**src/rtl/pfq_pkg.sv**
```systemverilog
package pfq_pkg;
  function automatic int unsigned depth_of(bit wide);
    return wide ? 6 : 4;
  endfunction

  function automatic int unsigned bus_bytes_of(bit wide);
    return wide ? 2 : 1;
  endfunction

  // Ring pointer advance modulo a depth that need not be a power of two
  function automatic int unsigned ring_step(int unsigned p, int unsigned k, int unsigned d);
    int unsigned s;
    s = p + k;
    if (s >= d) s = s - d;
    return s;
  endfunction
endpackage

```
**src/rtl/pfq_ring.sv**
```systemverilog
module pfq_ring #(
  parameter int unsigned DEPTH     = 6,
  parameter int unsigned BUS_BYTES = 2,
  localparam int unsigned PTR_W    = $clog2(DEPTH),
  localparam int unsigned BUS_W    = 8 * BUS_BYTES
) (
  input  logic             clk,
  input  logic             wr_en,
  input  logic             wr_two,
  input  logic [PTR_W-1:0] wr_ptr,
  input  logic [BUS_W-1:0] wr_data,
  input  logic [PTR_W-1:0] rd_ptr,
  output logic [7:0]       rd_byte
);
  logic [7:0]       mem [DEPTH];
  logic [PTR_W-1:0] lane_ptr [BUS_BYTES];
  logic             lane_en  [BUS_BYTES];

  for (genvar g = 0; g < BUS_BYTES; g++) begin : g_lane
    always_comb begin
      lane_ptr[g] = PTR_W'(pfq_pkg::ring_step(int'(wr_ptr), g, DEPTH));
      lane_en[g]  = wr_en && ((g == 0) || wr_two);
    end
  end

  always_ff @(posedge clk) begin
    for (int e = 0; e < DEPTH; e++) begin
      for (int l = 0; l < BUS_BYTES; l++) begin
        if (lane_en[l] && lane_ptr[l] == PTR_W'(e)) mem[e] <= wr_data[8*l +: 8];
      end
    end
  end

  assign rd_byte = mem[rd_ptr];
endmodule

```
**src/rtl/pfq_occupancy.sv**
```systemverilog
module pfq_occupancy #(
  parameter int unsigned DEPTH = 6,
  localparam int unsigned PTR_W = $clog2(DEPTH),
  localparam int unsigned CNT_W = $clog2(DEPTH + 1)
) (
  input  logic             clk,
  input  logic             rst_n,
  input  logic             flush,
  input  logic [1:0]       push_n,
  input  logic             pop,
  output logic [CNT_W-1:0] count,
  output logic [PTR_W-1:0] wr_ptr,
  output logic [PTR_W-1:0] rd_ptr
);
  always_ff @(posedge clk or negedge rst_n) begin
    if (!rst_n) begin
      count  <= '0;
      wr_ptr <= '0;
      rd_ptr <= '0;
    end else if (flush) begin
      count  <= '0;
      wr_ptr <= '0;
      rd_ptr <= '0;
    end else begin
      count  <= CNT_W'(int'(count) + int'(push_n) - int'(pop));
      wr_ptr <= PTR_W'(pfq_pkg::ring_step(int'(wr_ptr), int'(push_n), DEPTH));
      if (pop) rd_ptr <= PTR_W'(pfq_pkg::ring_step(int'(rd_ptr), 1, DEPTH));
    end
  end

  a_r2_within_depth: assert property (@(posedge clk) disable iff (!rst_n)
    int'(count) <= DEPTH);

  a_r10_flush_clears: assert property (@(posedge clk) disable iff (!rst_n)
    flush |=> (count == '0 && wr_ptr == rd_ptr));

  a_r9_net_change: assert property (@(posedge clk) disable iff (!rst_n)
    !flush |=> int'(count) == int'($past(count)) + int'($past(push_n)) - int'($past(pop)));
endmodule

```
**src/rtl/pfq_fetch_addr.sv**
```systemverilog
module pfq_fetch_addr #(
  parameter int unsigned ADDR_W     = 20,
  parameter logic [ADDR_W-1:0] RESET_ADDR = '0
) (
  input  logic              clk,
  input  logic              rst_n,
  input  logic              flush,
  input  logic [ADDR_W-1:0] flush_addr,
  input  logic [1:0]        push_n,
  output logic [ADDR_W-1:0] addr
);
  always_ff @(posedge clk or negedge rst_n) begin
    if (!rst_n)     addr <= RESET_ADDR;
    else if (flush) addr <= flush_addr;
    else            addr <= addr + ADDR_W'(push_n);
  end

  a_r11_hold_when_idle: assert property (@(posedge clk) disable iff (!rst_n)
    (!flush && push_n == 2'd0) |=> $stable(addr));

  a_r10_reload: assert property (@(posedge clk) disable iff (!rst_n)
    flush |=> addr == $past(flush_addr));
endmodule

```
**src/rtl/prefetch_queue.sv**
```systemverilog
module prefetch_queue #(
  parameter bit          WIDE_BUS   = 1'b1,
  parameter int unsigned ADDR_W     = 20,
  parameter logic [ADDR_W-1:0] RESET_ADDR = '0,
  localparam int unsigned DEPTH     = pfq_pkg::depth_of(WIDE_BUS),
  localparam int unsigned BUS_BYTES = pfq_pkg::bus_bytes_of(WIDE_BUS),
  localparam int unsigned BUS_W     = 8 * BUS_BYTES,
  localparam int unsigned PTR_W     = $clog2(DEPTH),
  localparam int unsigned CNT_W     = $clog2(DEPTH + 1)
) (
  input  logic              clk,
  input  logic              rst_n,
  input  logic              flush,
  input  logic [ADDR_W-1:0] flush_addr,
  output logic              fetch_req,
  output logic [ADDR_W-1:0] fetch_addr,
  input  logic              fill_valid,
  output logic              fill_ready,
  input  logic              fill_two,
  input  logic [BUS_W-1:0]  fill_data,
  output logic              out_valid,
  input  logic              out_ready,
  output logic [7:0]        out_byte
);
  logic [CNT_W-1:0] count;
  logic [CNT_W-1:0] free;
  logic [PTR_W-1:0] wr_ptr, rd_ptr;
  logic [1:0]       need;
  logic [1:0]       push_n;
  logic             two_eff;
  logic             accept, pop;

  if (BUS_BYTES > 1) begin : g_wide
    assign two_eff = fill_two;
  end else begin : g_narrow
    assign two_eff = 1'b0;
  end

  always_comb begin
    free       = CNT_W'(DEPTH) - count;
    need       = two_eff ? 2'd2 : 2'd1;
    fill_ready = !flush && (int'(free) >= int'(need));
    accept     = fill_valid && fill_ready;
    push_n     = accept ? need : 2'd0;
    out_valid  = !flush && (count != '0);
    pop        = out_valid && out_ready;
    fetch_req  = int'(free) >= BUS_BYTES;
  end

  pfq_occupancy #(.DEPTH(DEPTH)) u_occ (
    .clk(clk), .rst_n(rst_n), .flush(flush), .push_n(push_n), .pop(pop),
    .count(count), .wr_ptr(wr_ptr), .rd_ptr(rd_ptr)
  );

  pfq_ring #(.DEPTH(DEPTH), .BUS_BYTES(BUS_BYTES)) u_ring (
    .clk(clk), .wr_en(accept), .wr_two(two_eff), .wr_ptr(wr_ptr),
    .wr_data(fill_data), .rd_ptr(rd_ptr), .rd_byte(out_byte)
  );

  pfq_fetch_addr #(.ADDR_W(ADDR_W), .RESET_ADDR(RESET_ADDR)) u_addr (
    .clk(clk), .rst_n(rst_n), .flush(flush), .flush_addr(flush_addr),
    .push_n(push_n), .addr(fetch_addr)
  );

  a_r3_idle_when_full: assert property (@(posedge clk) disable iff (!rst_n)
    (int'(count) > DEPTH - BUS_BYTES) |-> !fetch_req);

  a_r8_no_pop_empty: assert property (@(posedge clk) disable iff (!rst_n)
    (count == '0) |-> !out_valid);

  a_r5_fill_fits: assert property (@(posedge clk) disable iff (!rst_n)
    accept |=> int'(count) <= DEPTH);
endmodule

```
**config.mk**
```make
export PLATFORM = sky130hd
export DESIGN_NAME = prefetch_queue
export DESIGN_NICKNAME = d
export VERILOG_FILES = /design/src/rtl/pfq_pkg.sv /design/src/rtl/pfq_ring.sv /design/src/rtl/pfq_occupancy.sv /design/src/rtl/pfq_fetch_addr.sv /design/src/rtl/prefetch_queue.sv
export SDC_FILE = /design/constraint.sdc
export NUM_CORES = 1
export LEC_CHECK = 0
export ABC_AREA = 1
export BUFFER_PORTS_ARGS = -buffer_cell sky130_fd_sc_hd__buf_4
export CORE_UTILIZATION = 55
export CTS_CLUSTER_DIAMETER = 30
export CTS_CLUSTER_SIZE = 14
export DETAILED_ROUTE_END_ITERATION = 7
export MAX_ROUTING_LAYER = met4
export PLACE_DENSITY = 0.89
export SYNTH_ARGS = -nofsm -noshare
export SYNTH_HDL_FRONTEND = slang
export SYNTH_SLANG_ARGS = --single-unit
```
**constraint.sdc**
```tcl
create_clock -name clk -period 8.85 [get_ports clk]
set_input_delay 0.4425 -clock clk [delete_from_list [all_inputs] [get_ports clk]]
set_output_delay 0.4425 -clock clk [all_outputs]
set_load 0.1 [all_outputs]
```
### Word level (Yosys, flattened, before mapping)

Memories as Yosys holds them, arrays and structs flattened.
Index checks and enable logic that the tools add are counted.

| cells by class | value |
|---|---|
| equality and inequality tests | 10 |
| mux-type cells | 53 |
| add/subtract/negate cells | 11 |
| bitwise gates (word level) | 6 |
| order comparisons | 6 |
| reduce and logical (&&, ||, !) cells | 26 |

Operator list:

| kind | number |
|---|---|
| two-way mux 8 bit | 10 |
| two-way mux 3 bit | 12 |
| OR reduction 8 bit | 4 |
| two-way mux 1 bit | 28 |
| adder 20 x 2 -> 20 bit | 1 |
| two-way mux 20 bit | 1 |
| logical AND 1 bit | 17 |
| equality test 3 x 2 -> 1 bit, second input constant | 4 |
| equality test 3 bit, second input constant | 4 |
| >= comparator 4 x 3 -> 1 bit, second input constant | 3 |
| subtractor 3 bit, second input constant | 4 |
| adder 3 x 1 -> 4 bit, second input constant | 2 |
| equality test 3 x 1 -> 1 bit, second input constant | 2 |
| logical NOT 3 bit | 2 |
| bitwise OR 1 bit | 6 |
| adder 3 x 2 -> 4 bit | 1 |
| two-way mux 2 bit | 2 |
| adder 3 x 2 -> 3 bit | 1 |
| >= comparator 3 x 2 -> 1 bit | 1 |
| >= comparator 3 x 2 -> 1 bit, second input constant | 1 |
| >= comparator 3 bit, second input constant | 1 |
| nonzero test 3 bit | 1 |
| subtractor 3 x 2 -> 3 bit | 1 |
| subtractor 3 bit, first input constant | 1 |
| other kinds (2) | 2 |

| word-level totals | value |
|---|---|
| memory bits (writable) | 48 |
| memories | 1 |
| output and inout bits | 31 |
| register bits after elaboration | 29 |

Memory list:

| name | words | bits a word | read ports | clocked after memory_dff | write ports | RTL line | RTL |
|---|---|---|---|---|---|---|---|
| u_ring.mem | 6 | 8 | 1 | 0 | 2 | pfq_ring.sv:15 | `logic [7:0] mem [DEPTH];` |

### Longest topological paths before layout

| depth | value |
|---|---|
| word-level depth | 12 |
| mapped depth | 19 |
| mapped depth without buffers | 19 |

### By module

From an unflattened synthesis, not the netlist that was laid out.

| second synthesis, totals | value |
|---|---|
| cell total of the unflattened synthesis | 620 |
| area, all modules | 4,917.2 µm² |

Modules (own cells, without submodules):

| module | times used | area each (µm²) | cells an instance |
|---|---|---|---|
| pfq_ring | 1 | 2,902.8 | 347 |
| pfq_fetch_addr | 1 | 1,249.9 | 171 |
| pfq_occupancy | 1 | 603.1 | 74 |
| prefetch_queue | 1 | 161.4 | 28 |

### Least setup slack after synthesis

Ideal clock, no wire load.

| timing path | value |
|---|---|
| path kind | input to register |
| start point | in flush |
| end point | reg u_occ.count[1] |
| arrival | 3,372 ps |
| library setup time | 132 ps |
| setup slack | 5,346 ps |
| cell stages on the path | 10 |
| path buffers | 1 |
| path through | clkbuf_1 a21oi_1 nand2_1 inv_1 ha_1 inv_1 ha_1 fa_1 inv_1 nor2_1 |

RTL lines:

| item | RTL line | RTL |
|---|---|---|
| start, declared | prefetch_queue.sv:13 | `input logic flush,` |
| logical NOT 1 bit | prefetch_queue.sv:45 | `out_valid = !flush && (count != '0);` |
| logical AND 1 bit | prefetch_queue.sv:45 |  |
| named net out_valid | prefetch_queue.sv:21 | `output logic out_valid,` |
| logical AND 1 bit | prefetch_queue.sv:46 | `pop = out_valid && out_ready;` |
| subtractor 3 x 2 -> 3 bit | pfq_occupancy.sv:25 | `count <= CNT_W'(int'(count) + int'(push_n) - int'(pop));` |
| two-way mux 3 bit | pfq_occupancy.sv:20 | `end else if (flush) begin` |
| end signal, assigned | pfq_occupancy.sv:25 |  |
| end, declared | pfq_occupancy.sv:11 | `output logic [CNT_W-1:0] count,` |

The timed path passes the listed nets, and every way through them passes these cells.
A chain may end at the register's enable or synchronous reset.

### Worst setup path in the final report

| timing path | value |
|---|---|
| start point | reg u_occ.count[0] |
| end point | reg u_addr.addr[16] |

| on the way | value |
|---|---|
| cells in the longest elaborated chain, start to end | 7 |

RTL lines:

| item | RTL line | RTL |
|---|---|---|
| subtractor 3 bit | prefetch_queue.sv:40 | `free = CNT_W'(DEPTH) - count;` |
| >= comparator 3 x 2 -> 1 bit | prefetch_queue.sv:42 | `fill_ready = !flush && (int'(free) >= int'(need));` |
| logical AND 1 bit | prefetch_queue.sv:42 |  |
| logical AND 1 bit | prefetch_queue.sv:43 | `accept = fill_valid && fill_ready;` |
| two-way mux 2 bit | prefetch_queue.sv:44 | `push_n = accept ? need : 2'd0;` |
| adder 20 x 2 -> 20 bit | pfq_fetch_addr.sv:15 | `else addr <= addr + ADDR_W'(push_n);` |
| two-way mux 20 bit | pfq_fetch_addr.sv:14 | `else if (flush) addr <= flush_addr;` |
| end signal, assigned | pfq_fetch_addr.sv:14 |  |
| end signal, assigned | pfq_fetch_addr.sv:15 |  |
| end, declared | pfq_fetch_addr.sv:10 | `output logic [ADDR_W-1:0] addr` |

Every way passes these cells.

==> summary.txt <==
Timing
  – Peak Freq: approximately 0.29 GHz
  – Rel. slew slack: 29.67%
  – Final Max Slew Viols: 0
  – RSZ-0062 raised after global routing: no
  – Setup Skew: 0.01003 ns
  – Worst Max-Slew Pin Slew: 1.044 ns
  – Final Hold Viols: 0
  – Final setup fails: 0
  – Period utilization: between 30% and 40%
  – Minimum clock period: about 3.5 ns
  – Setup TNS Final: 0 ns

Critical path
  – CP peak stage delay: slightly above 0.4 ns
  – CP required: 9.09 ns
  – Nature of the critical path startpoint: flop
  – Worst path cell trace: inv_1 > ha_1 > inv_1 > ha_1 > nand2_1 > nand3_1 > nand3_1 > nor2_1 > ha_1 > inv_1 > fa_1 > inv_1 > nand2_1 > nor3_1 > nand3_1 > nor2_1 > nand2_1 > nand3_1 > nand2_1
  – Crit Path Max Fanout: 4
  – WP buf/inv: 4
  – Crit path depth: 19
  – Worst R2R Setup Slack: 5.36 ns
  – WS Path Type: flop to flop
  – Worst path slowest cell: fa_1
  – Kind of cell adding the most delay to the critical path: simple AND/OR/NAND/NOR gates
  – Critical Path AT: 3.73 ns
  – Critical Path Sink Type: flop
  – Reg2reg path depth: 19

Pwr
  – IR drop worst, VDD: ~0.00017 V
  – Lkg Pwr: ~2.5 nW
  – Post-layout total power: 1.218 mW
  – Power Density: 226.6 mW/mm2

Floorplanning
  – Core ar.: 0.008175 mm2
  – Die height: 93.75 um
  – Initial Util: 56.63%
  – # rows: 33
  – Die width: 93.75 um
  – I/O pins: 73
  – Die ar.: 0.008788 mm2

Logic synthesis
  – Count of cell types in the netlist: 35
  – Synthesized cell area: ~0.0046 mm2
  – Post-synth EDFFs: 48
  – Syn Nets: ~630
  – Synth top cells by count: nand2_1, nand3_1, edfxtp_1
  – Synth warn: 0
  – Largest family of logic cells by synthesized area: simple AND/OR/NAND/NOR gates
  – Mux contribution to synthesized area: 0%
  – Post-Syn Instances: 571
  – Synth top area cells: edfxtp_1, nand2_1, dfrtp_1
  – Post-synth ARST share: 37.66%
  – Most used DFF post-synth: edfxtp_1
  – Register bit count reported by yosys: 77
  – Seq/Total Area, Yosys: a little under half
  – Post-synth top area cell: edfxtp_1
  – Mean post-synth cell area: approximately 8.1 um2
  – Post-Synth Simple-Gate Area: 31.78%
  – Compound-Gate Fraction of Synth Area: under 10%
  – Adder-Cell Fraction of Synth Area: 5.351%
  – Top-count cell post-synth: nand2_1
  – Yosys top cell area share: 31.14%
  – Synth Area in XOR/XNOR: 2.081%

Placed design
  – Final HPWL DP: 8.884 mm
  – Routability cong.: between 0.9 and 1
  – DP Cell Count: 729
  – Buffers on Ports: a little over 70

Clocking
  – TritonCTS Buffers: 9
  – Reg clk slew, reported paths: approximately 0.090 ns
  – Post_cts resized: 0
  – # hold bufs at CTS: 0
  – Clk_lat worst skew: ~0.35 ns
  – H-tree depth: 3
  – Setup bufs post-CTS: 0
  – Root buf cell: clkbuf_8
  – TritonCTS Sinks: 77
  – CTS tree: yes
  – CTS max path bufs: 2

Finish
  – Filler cells: 662
  – Share of cells above drive strength 1: 17.19%
  – Final core occ: roughly two thirds
  – P&R area growth vs syn: 16.08%
  – Final instance count without filler cells: roughly 750
  – Multi-input combinational cell area: 0.002212 mm2
  – FF+latch area: roughly 0.0022 mm2
  – Nets@finish: 695
  – ANT cells: 0

Routing
  – Final ANT Viol Nets: 0
  – Vias per inst: 5.687
  – Metal3 WL: 809 um
  – DRC Markers: 0
  – WL met2: just under 6 mm
  – Detailed Route Iter0 Violations: 360
  – DR pass1 iterations: 7
  – Detailed Route WL: 11.94 mm
  – M1 wire length: 4.809 mm
  – Via count: ~4200
  – WL per Instance: 16.02 um
  – Top Layer Used: met4

Status
  – Status: complete, no violations

Global route
  – Largest net degree at the start of global routing: 38
  – Vias in the first global route: roughly 4100
  – First-pass GRT wire length: 19.13 mm
  – Total Routing Usage GR: 29.41%
  – Total grt overflow: 0
  – Initial antenna violation count: 0

Job
  – MaxCap Viol Count: 0

Hold path
  – Worst hold path type: input pin to asynchronous set/reset pin
[logic make-up (layout without fill, tap and decap cells)]
family	Yosys count	count (layout)
adders and majority gates	18	18
AOI/OAI and AO/OA	67	67
and+or+nand+nor	338	338
buffers and inverters	60	129
DFF	77	77
xor gates and xnor gates	11	11
[sequential cells by signal (all words and copies together) (netlist names)]
register      cells
u_ring.mem       48
u_addr.addr      20
u_occ.count       3
u_occ.rd_ptr      3
u_occ.wr_ptr      3
[per-stage QoR]
step / cell area (um2) / hold slack (ns) / worst slack, ns
2_1_floorplan: 4629 / 0.1469 / 5.346
3_3_place_gp: 5205 / 0.3875 / 5.652
3_5_place_dp: 5205 / 0.3968 / 5.380
4_1_cts: 5374 / 0.01697 / 5.383
5_1_grt: 5374 / 0.02635 / 5.073
6_report: 5374 / 0.01233 / 5.361
[worst paths after layout]
check | startpoint | end
max in group asynchronous | rst_n | u_occ.rd_ptr[0]$_DFFE_PN0P_
worst max register to register | u_occ.count[0]$_DFF_PN0_ | u_addr.addr[16]$_DFF_PN0_
worst max-delay path | u_occ.count[0]$_DFF_PN0_ | u_addr.addr[16]$_DFF_PN0_
min in group clk | flush_addr[10] | u_addr.addr[10]$_DFF_PN0_
worst min register to register | u_occ.rd_ptr[1]$_DFFE_PN0P_ | u_occ.rd_ptr[1]$_DFFE_PN0P_
worst min-delay path | rst_n | u_addr.addr[10]$_DFF_PN0_
[cells in the final DEF (no fill, tap or decap), types with 4 or more instances in the layout]
master	instances
buf_4	72
dfrtp_1	29
inv_1	37
nand3_1	53
clkbuf_8	9
o21ai_0	30
o22ai_1	8
ha_1	15
a32o_1	8
nand2_1	223
nand4_1	4
nor2_1	35
xor2_1	10
edfxtp_1	48
a21oi_1	14
nand2_4	4
nand2_2	8
[where the power goes]
part	internal (mW)	leakage, nW	switching (mW)
clock	0.102	0.0795	0.132
combinational	0.128	1.66	0.407
sequential	0.413	0.800	0.0357
[per-layer routing]
layer	vias to the layer above	GRT usage, %
li1	2021	-
met1	1927	36.01
met2	244	47.75
met3	45	3.964
met4	0	15.13
met5	-	-
[area by class of cell]
cell class / count / area share [%]
inverters: 41 / 2.864
multi-input cells: 434 / 41.16
clock inverters: 5 / 0.6985
flip-flops and latches: 77 / 40.33
clock buffers: 11 / 2.445
well taps: 105 / 2.445
repair buffers: 72 / 10.06
(Power assumes the default switching activity.)
